--- src/rtl/lsalign_pkg.sv ---
package lsalign_pkg;
  typedef enum logic [1:0] {
    SZ_BYTE = 2'd0,
    SZ_HALF = 2'd1,
    SZ_WORD = 2'd2,
    SZ_BAD  = 2'd3
  } acc_size_e;
endpackage

--- src/rtl/lsalign_decode.sv ---
module lsalign_decode
  import lsalign_pkg::*;
#(
  parameter int LANES = 4,
  parameter int OFF_W = 2
) (
  input  acc_size_e        size,
  input  logic [OFF_W-1:0] off,
  input  logic             big_end,
  output logic             misal,
  output logic [OFF_W-1:0] shift,
  output logic [LANES-1:0] lane_mask
);
  logic [OFF_W:0] nb;

  always_comb begin
    case (size)
      SZ_BYTE: nb = (OFF_W+1)'(1);
      SZ_HALF: nb = (OFF_W+1)'(2);
      default: nb = (OFF_W+1)'(LANES);
    endcase
  end

  // Natural alignment: offset must be a multiple of the access size.
  assign misal = (size == SZ_BAD) || ((({1'b0, off}) & (nb - 1'b1)) != '0);

  // Lowest lane the access occupies; in big-endian the low address is the high lane.
  assign shift = big_end ? OFF_W'(LANES - int'(off) - int'(nb)) : off;

  always_comb begin
    for (int i = 0; i < LANES; i++) begin
      lane_mask[i] = !misal && (i >= int'(shift)) && (i < int'(shift) + int'(nb));
    end
  end
endmodule

--- src/rtl/lsalign_load.sv ---
module lsalign_load
  import lsalign_pkg::*;
#(
  parameter int DATA_W = 32,
  parameter int OFF_W  = 2
) (
  input  logic [DATA_W-1:0] rdata,
  input  logic [OFF_W-1:0]  shift,
  input  acc_size_e         size,
  input  logic              sext,
  output logic [DATA_W-1:0] value
);
  logic [DATA_W-1:0] aligned;

  assign aligned = rdata >> (8 * int'(shift));

  always_comb begin
    case (size)
      SZ_BYTE: value = {{(DATA_W-8){sext & aligned[7]}}, aligned[7:0]};
      SZ_HALF: value = {{(DATA_W-16){sext & aligned[15]}}, aligned[15:0]};
      default: value = aligned;
    endcase
  end
endmodule

--- src/rtl/lsalign_store.sv ---
module lsalign_store #(
  parameter int DATA_W = 32,
  parameter int LANES  = 4,
  parameter int OFF_W  = 2
) (
  input  logic [DATA_W-1:0] wval,
  input  logic [OFF_W-1:0]  shift,
  input  logic [LANES-1:0]  lane_mask,
  output logic [DATA_W-1:0] wdata
);
  logic [DATA_W-1:0] placed;

  assign placed = wval << (8 * int'(shift));

  for (genvar i = 0; i < LANES; i++) begin : g_lane
    assign wdata[8*i +: 8] = lane_mask[i] ? placed[8*i +: 8] : 8'h00;
  end
endmodule

--- src/rtl/lsalign_top.sv ---
module lsalign_top
  import lsalign_pkg::*;
#(
  parameter int DATA_W  = 32,
  parameter bit REG_OUT = 1'b1
) (
  input  logic                           clk,
  input  logic                           rst,
  input  logic                           req_valid,
  input  logic                           req_is_store,
  input  logic [1:0]                     req_size,
  input  logic                           req_signed,
  input  logic                           big_endian,
  input  logic [$clog2(DATA_W/8)-1:0]    req_off,
  input  logic [DATA_W-1:0]              req_wdata,
  input  logic [DATA_W-1:0]              mem_rdata,
  output logic                           out_valid,
  output logic                           out_fault,
  output logic [DATA_W/8-1:0]            mem_wstrb,
  output logic [DATA_W-1:0]              mem_wdata,
  output logic [DATA_W-1:0]              load_data
);
  localparam int LANES = DATA_W / 8;
  localparam int OFF_W = $clog2(LANES);

  acc_size_e         size;
  logic              misal;
  logic [OFF_W-1:0]  shift;
  logic [LANES-1:0]  lane_mask;
  logic [DATA_W-1:0] ld_val;
  logic [DATA_W-1:0] st_val;

  logic              c_fault;
  logic [LANES-1:0]  c_strb;
  logic [DATA_W-1:0] c_wdata;
  logic [DATA_W-1:0] c_ldata;
  logic              do_store;
  logic              do_load;

  assign size = acc_size_e'(req_size);

  lsalign_decode #(.LANES(LANES), .OFF_W(OFF_W)) u_decode (
    .size     (size),
    .off      (req_off),
    .big_end  (big_endian),
    .misal    (misal),
    .shift    (shift),
    .lane_mask(lane_mask)
  );

  lsalign_load #(.DATA_W(DATA_W), .OFF_W(OFF_W)) u_load (
    .rdata(mem_rdata),
    .shift(shift),
    .size (size),
    .sext (req_signed),
    .value(ld_val)
  );

  lsalign_store #(.DATA_W(DATA_W), .LANES(LANES), .OFF_W(OFF_W)) u_store (
    .wval     (req_wdata),
    .shift    (shift),
    .lane_mask(lane_mask),
    .wdata    (st_val)
  );

  assign do_store = req_valid && req_is_store && !misal;
  assign do_load  = req_valid && !req_is_store && !misal;
  assign c_fault  = req_valid && misal;
  assign c_strb   = do_store ? lane_mask : '0;
  assign c_wdata  = do_store ? st_val : '0;
  assign c_ldata  = do_load ? ld_val : '0;

  if (REG_OUT) begin : g_reg
    always_ff @(posedge clk) begin
      if (rst) begin
        out_valid <= 1'b0;
        out_fault <= 1'b0;
        mem_wstrb <= '0;
        mem_wdata <= '0;
        load_data <= '0;
      end else begin
        out_valid <= req_valid;
        out_fault <= c_fault;
        mem_wstrb <= c_strb;
        mem_wdata <= c_wdata;
        load_data <= c_ldata;
      end
    end

    AST_OUT_LATENCY: assert property (@(posedge clk) disable iff (rst)
      out_valid |-> $past(req_valid));
  end else begin : g_comb
    assign out_valid = req_valid;
    assign out_fault = c_fault;
    assign mem_wstrb = c_strb;
    assign mem_wdata = c_wdata;
    assign load_data = c_ldata;
  end

  AST_FAULT_NO_STRB: assert property (@(posedge clk) disable iff (rst)
    out_fault |-> (mem_wstrb == '0 && mem_wdata == '0 && load_data == '0));
  AST_FAULT_HAS_VALID: assert property (@(posedge clk) disable iff (rst)
    out_fault |-> out_valid);
  AST_BYTE_ONE_LANE: assert property (@(posedge clk) disable iff (rst)
    (req_valid && size == SZ_BYTE) |-> $onehot0(c_strb));
  AST_LOAD_NO_STRB: assert property (@(posedge clk) disable iff (rst)
    !req_is_store |-> (c_strb == '0));
  AST_WORD_ALL_LANES: assert property (@(posedge clk) disable iff (rst)
    (req_valid && req_is_store && size == SZ_WORD && req_off == '0) |-> (c_strb == '1));
  AST_ODD_HALF_FAULT: assert property (@(posedge clk) disable iff (rst)
    (req_valid && size == SZ_HALF && req_off[0]) |-> (c_fault && c_strb == '0));
endmodule

--- config.mk ---
export PLATFORM = sky130hd
export DESIGN_NAME = lsalign_top
export DESIGN_NICKNAME = d
export VERILOG_FILES = /design/src/rtl/lsalign_pkg.sv /design/src/rtl/lsalign_decode.sv /design/src/rtl/lsalign_load.sv /design/src/rtl/lsalign_store.sv /design/src/rtl/lsalign_top.sv
export SDC_FILE = /design/constraint.sdc
export NUM_CORES = 1
export LEC_CHECK = 0
export BUFFER_PORTS_ARGS = -buffer_cell sky130_fd_sc_hd__buf_2
export CORE_MARGIN = 2
export CORE_UTILIZATION = 25
export CTS_CLUSTER_DIAMETER = 120
export DETAILED_ROUTE_END_ITERATION = 12
export GPL_ROUTABILITY_DRIVEN = 0
export SYNTH_ARGS = -nofsm -noshare
export SYNTH_HDL_FRONTEND = slang
export SYNTH_SLANG_ARGS = --single-unit
--- constraint.sdc ---
create_clock -name clk -period 3.35 [get_ports clk]
set_clock_uncertainty 0.15 [all_clocks]
set_input_delay 0.1675 -clock clk [delete_from_list [all_inputs] [get_ports clk]]
set_output_delay 0.1675 -clock clk [all_outputs]
set_load 0.03 [all_outputs]
==> flow_summary.ini, run 1 <==
[clock_network]
htreeDepth = 3
cts.clk_slew.worst_paths_ns = 0.05
cts_tree = yes
cts-root-buf = clkbuf_16
numCtsBuffers = 9
post_cts_buffers = 0
cts.sinks = 70
clk_path_buf_depth = 2
cts_resized = 0
cts_hold_buf = 25

[drt]
detail-route-antenna-nets = 0
dr_total_vias = 3044
drc = 0
avgViaCountPerCell = 4.612
drt-total-wl_um = 9950
dr.pass1.iters = 4
drtIter0Drc = 164
wl_per_cell_um = 15.08

[min_path]
min_to = mem_wdata[9]
hold_path.class = in -> reg
hold_depth = 3
hold_start = req_wdata[9]

[final_layout]
final_cells = 660
drive_gt1_share_pct = 36.84
nNetsFinal = 588
fill_cells = 1226
n_antenna_cell = 0
syn2layout_area_growth_pct = 47.17

[worst_setup_path]
path_max_fanout = 9
crit_required_ns = 3.46
arrival_ns = 2.97
crit_start = req_size[1]
start_kind = input port
critPathMaxStageDelay_ns = 0.51
slowest_stage = or3_1
crit_chain = buf_2, or2_2, ha_1, nand2b_1, mux2i_4, xnor2_4, inv_4, fa_1, nand3_1, o21a_1, nor2_1, or3_1, a21oi_1
endpoint_kind = flip-flop
worstSetupPathType = in -> reg

[timing]
max_freq_mhz = 349.7
setup_viol = 0
hold_slack_ns = 0.01341
slew_violations = 0
finalHoldViolCount = 0
fin_setup_tns_ns = 0
rsz0062_at_grt = no
min_period_ns = 2.860
worst_pin_slew_ns = 0.5659
relSlewSlack_pct = 61.99
finalCritPeriodShare_pct = 85.37

[global_route]
grt_antenna_before_repair = 0
grt_overflow = 0
grt_pass1_wl_um = 15430
grt_util_all_layers_pct = 15.37
first_global_vias = 3048
grt_max_degree = 44

[placed_design]
dp_cells = 620
io_buffers = 143
place_hpwl_um = 7345

[logic_synthesis]
syn-cell-area_um2 = 3055
ys_seq_area_share_pct = 45.86
synth_warnings = 0
netlist_instances = 339
yosys.area.top_type = dfxtp_1
netlist.area_leader.share_pct = 45.86
avgSynthCellArea_um2 = 9.013
yosys-top-cells-area = dfxtp_1 (46%), nand2_1 (8.4%), a21oi_1 (7.4%)
synth-edff-count = 0
yosysUniqueCellTypes = 36
ys_seq_elements = 70
syn_nets = 418
synth_async_sr_flop_share_pct = 0
synth_top_flop_cell = dfxtp_1

[pwr]
irDropWorstVdd_mv = 0.1824
swShare_pct = 26.81
p_comb_share_pct = 18.5
p_leak_uw = 0.002167
pwr-share-clk_pct = 42.7
power_switching_uw = 587.1
seqPwrFrac_pct = 38.8
powerDensity_nw_per_um2 = 486.9
intPower_uw = 1602

[floorplan]
row_count = 40
coreArea_um2 = 11960
io_pins = 144
dieArea_um2 = 13120
die_h_um = 114.6
die_w_um = 114.6
initial_utilization_pct = 25.54

[run]
max-cap-violations = 0

[run_status]
status = completed
==> layout by cell type (no fill, tap or decap), types with 2 or more instances in the layout <==
cell           netlist  layout
nor3_1               3       3
or2_2               10      10
nand2_1             68      68
dlygate4sd3_1        0      25
and3_1              10      10
nor2_1               9       9
o2bb2ai_1            8       8
buf_2                6     143
dfxtp_1             70      70
a211oi_1            16      16
nor2b_1              8       8
o21a_1               2       2
clkinv_2             0       2
buf_4                1      11
nand2b_1             4       4
inv_1                5       5
ha_1                 4       4
a21oi_1             45      45
and2_1              14      14
nand3_1              3       3
clkbuf_16            0       9
a311oi_1             5       5
mux2i_4              2       3
mux2i_1             21      20
==> cell families after synthesis <==
logic type	share of synthesized area, %
AOI/OAI and AO/OA	16.71
xor gates and xnor gates	0.9010
adders and majority gates	2.293
buffers and inverters	4.013
DFF	45.86
muxes	8.804
and+or+nand+nor	21.42
==> sequential cells by signal, summed over array words and instances (netlist names) <==
register and cells:
out_valid 1, mem_wdata 32, mem_wstrb 4, out_fault 1, load_data 32
==> critical path: cells and delay by family <==
| family | cells | cell delay [ns] |
|---|---|---|
| xor+xnor | 1 | 0.16 |
| fa+ha+maj | 2 | 0.62 |
| simple gates | 5 | 1.18 |
| mux | 1 | 0.26 |
| compound gates | 2 | 0.35 |
| buf+inv | 2 | 0.20 |
==> power by group through the flow <==
stage	registers, uW	clock network, uW	logic [uW]
finish	848	935	406
detailed placement	866	0	385
CTS	849	958	408
global placement	866	0	376
floorplan	892	0	220
global route	849	990	448
==> synthesized netlist by cell type (all sizes together) (4+ instances only) <==
master,count
a211oi,16
a21oi,46
a311oi,5
and2,14
and3,10
buf,9
clkbuf,11
dfxtp,70
ha,4
inv,7
mux2i,24
nand2,68
nand2b,4
nor2,9
nor2b,9
o2bb2ai,8
or2,10
==> per-stage QoR <==
step | power, uW | cell area, um^2 | util (%) | worst slack [ns]
after floorplan | 1112 | 3057 | - | 0.01949
after global placement | 1243 | 3956 | 33.08 | 0.2439
after detailed placement | 1251 | 3956 | 33.08 | 0.1527
after CTS | 2215 | 4497 | 37.59 | 0.4965
after global routing | 2287 | 4497 | 37.59 | 0.3460
final | 2189 | 4497 | 37.59 | 0.4900
==> how the worst max path moves through the flow <==
stage | to
floorplan | mem_wdata[10]
detailed placement | mem_wdata[11]
CTS | mem_wdata[10]
global route | mem_wdata[26]
finish | mem_wdata[12]
global placement | mem_wdata[14]
==> per-layer routing <==
layer  global-route usage, %  routed length, um  up-vias
li1                        -                  -     1504
met1                   18.62               4434     1406
met2                   25.56               4675      122
met3                   3.812                647       12
met4                   7.154                193        0
met5                       0                  0        -
==> final cells by class <==
type                    count  area (um^2)  area share [%]
flip-flops and latches     70         1401           31.16
well taps                 147        183.9           4.090
clock buffers              11        242.7           5.398
multi-input cells         242         1544           34.34
repair buffers            179         1049           23.32
clock inverters             4        47.55           1.057
inverters                   7        28.78          0.6400
No activity file was read; power rests on OpenSTA's default activity.
==> run 2, diff against run 1 <==
--- a/config.mk
+++ b/config.mk
@@ -13,4 +13,5 @@
 export GPL_ROUTABILITY_DRIVEN = 0
 export SYNTH_ARGS = -nofsm -noshare
 export SYNTH_HDL_FRONTEND = slang
+export SYNTH_HIERARCHICAL = 1
 export SYNTH_SLANG_ARGS = --single-unit
==> run 2 against run 1 <==
Net effect: power rose by 2.1%; fmax fell by 6.1%; sequential cell count did not move; clock power rose by 2%; design area rose by 6.9%; sequential share of layout area fell by 2.0 points; largest cell class unchanged; highest routed layer unchanged.
==> flow_summary.ini, run 2 <==
[pwr]
irDropWorstVdd_mv = 0.2199
power_uw = 2235
p_leak_uw = 0.002335
powerDensity_nw_per_um2 = 464.9

[clock_network]
numCtsBuffers = 9
cts.sinks = 70
cts-root-buf = clkbuf_16
post_cts_buffers = 0
htreeDepth = 3
clk_path_buf_depth = 2
cts.clk_slew.worst_paths_ns = 0.06
cts_tree = yes

[timing]
setup_viol = 0
finalHoldViolCount = 0
rsz0062_at_grt = no
max_freq_mhz = 328.4
hold_slack_ns = 0.03924
fin_setup_tns_ns = 0
relSlewSlack_pct = 60.74
slew_violations = 0
min_period_ns = 3.045
fin_ws_ns = 0.3052
finalCritPeriodShare_pct = 90.89
worst_pin_slew_ns = 0.5889

[global_route]
first_global_vias = 3077
grt_pass1_wl_um = 16210
grt_util_all_layers_pct = 12.97
grt_antenna_before_repair = 1
grt_overflow = 0
grt_max_degree = 49

[drt]
dr_total_vias = 3166
drc = 0
detail-route-antenna-nets = 0
avgViaCountPerCell = 4.491
dr.pass1.iters = 4
drt-total-wl_um = 10200
drtIter0Drc = 215
wl_per_cell_um = 14.47

[final_layout]
most-common-layout-cells = buf_2 (143), dfxtp_1 (70), and2_1 (57)
syn2layout_area_growth_pct = 30.59
drive_gt1_share_pct = 42.12
reg_top3 = load_data x32, mem_wdata x32, mem_wstrb x4
final_core_util_pct = 33.20
final_common_cell = buf_2
nNetsFinal = 594

[logic_synthesis]
syn-cell-area_um2 = 3681
synth-edff-count = 0
yosysMostFrequentCell = dfxtp_1
avgSynthCellArea_um2 = 9.816
netlist_instances = 375
yosysUniqueCellTypes = 50
ys_seq_elements = 70
yosys-top-cells-area = dfxtp_1 (38%), mux2i_1 (11%), and2_1 (9.7%)
ys_seq_area_share_pct = 38.07
synthTopCellsByCount = dfxtp_1 (70), and2_1 (57), mux2i_1 (42)
synth_top_flop_cell = dfxtp_1
syn_nets = 454
synth_async_sr_flop_share_pct = 0
synth_warnings = 6
netlist.area_leader.share_pct = 38.07
yosys.area.top_type = dfxtp_1

[placed_design]
io_buffers = 143
pre_cts_ws_ns = -0.001166
place_hpwl_um = 7809

[worst_setup_path]
endpoint_kind = flip-flop
start_kind = input port
crit_required_ns = 3.47
slowest_stage = nor3b_4
cpLargestDelayFamily = simple AND/OR/NAND/NOR gates
arrival_ns = 3.16
worstSetupPathType = in -> reg
critPathMaxStageDelay_ns = 0.39
crit_start = req_size[0]
crit_chain = buf_2, or2_2, ha_1, nand2b_1, mux2i_1, xnor2_1, inv_2, ha_1, a211oi_1, mux2_2, nand2_1, o2111a_1, nor3b_4, and2_1, and2_1
path_max_fanout = 8
crit_buf_inv = 2

[floorplan]
die_w_um = 125.3
dieArea_um2 = 15710
io_pins = 144
row_count = 44
initial_utilization_pct = 25.42
coreArea_um2 = 14480
die_h_um = 125.3

[min_path]
hold_path.class = in -> reg
hold_start = req_wdata[5]

[run_status]
status = completed

[run]
max-cap-violations = 0
==> run 2: cell count changes in the layout (fill, tap and decap cells not counted), sizes merged, moves of 15 or more <==
cell,previous run,this run
and2,14,86
nand2,68,7
o22ai,1,16
mux2i,24,43
dlygate4sd3,25,2
a21oi,46,16
==> run 2: routing by layer <==
layer / GRT usage [%] / part of all wire [%] / vias to the layer above
met2: 20.20 / 46 / 119
li1: - / - / 1559
met5: 0 / 0 / -
met4: 3.595 / 1.2 / 0
met3: 4.193 / 7.1 / 12
met1: 17.28 / 46 / 1476
==> run 2: repair_timing <==
action / in CTS / in global routing
hold buffers: 2 / 0
resized for setup: 0 / 0
hold endpoints to repair: 1 / 0
==> run 2: kinds of logic after synthesis <==
kind of cell / synth area share, %
simple gates: 26.58
flops: 38.07
mux: 12.51
compound gates: 13.80
buf+inv: 6.424
fa+ha+maj: 1.904
xor+xnor: 0.7139
==> run 2: final timing paths <==
check                           to  slack, ns  cells after the start
worst max-delay path  mem_wdata[7]       0.31                     15
worst min-delay path  mem_wdata[5]       0.04                      3
==> run 2: cell type report <==
class / count / area [um^2]
fillers: 1548 / 9672
multi-input cells: 273 / 2043
flip-flops and latches: 70 / 1401
repair buffers: 154 / 803.3
clock buffers: 11 / 242.7
well taps: 184 / 230.2
clock inverters: 5 / 57.56
inverters: 7 / 26.28
diodes: 1 / 2.502
==> run 2: power by group <==
group          total [uW]  internal, uW  switching, uW
logic                 437           189            248
clock network         953           598            356
registers             845           842           2.42
==> run 2: per-stage QoR <==
step	area, um^2	std cells
detailed placement	4484	686
floorplan	3681	375
CTS	4805	704
global placement	4484	686
finish	4807	705
global route	4807	705
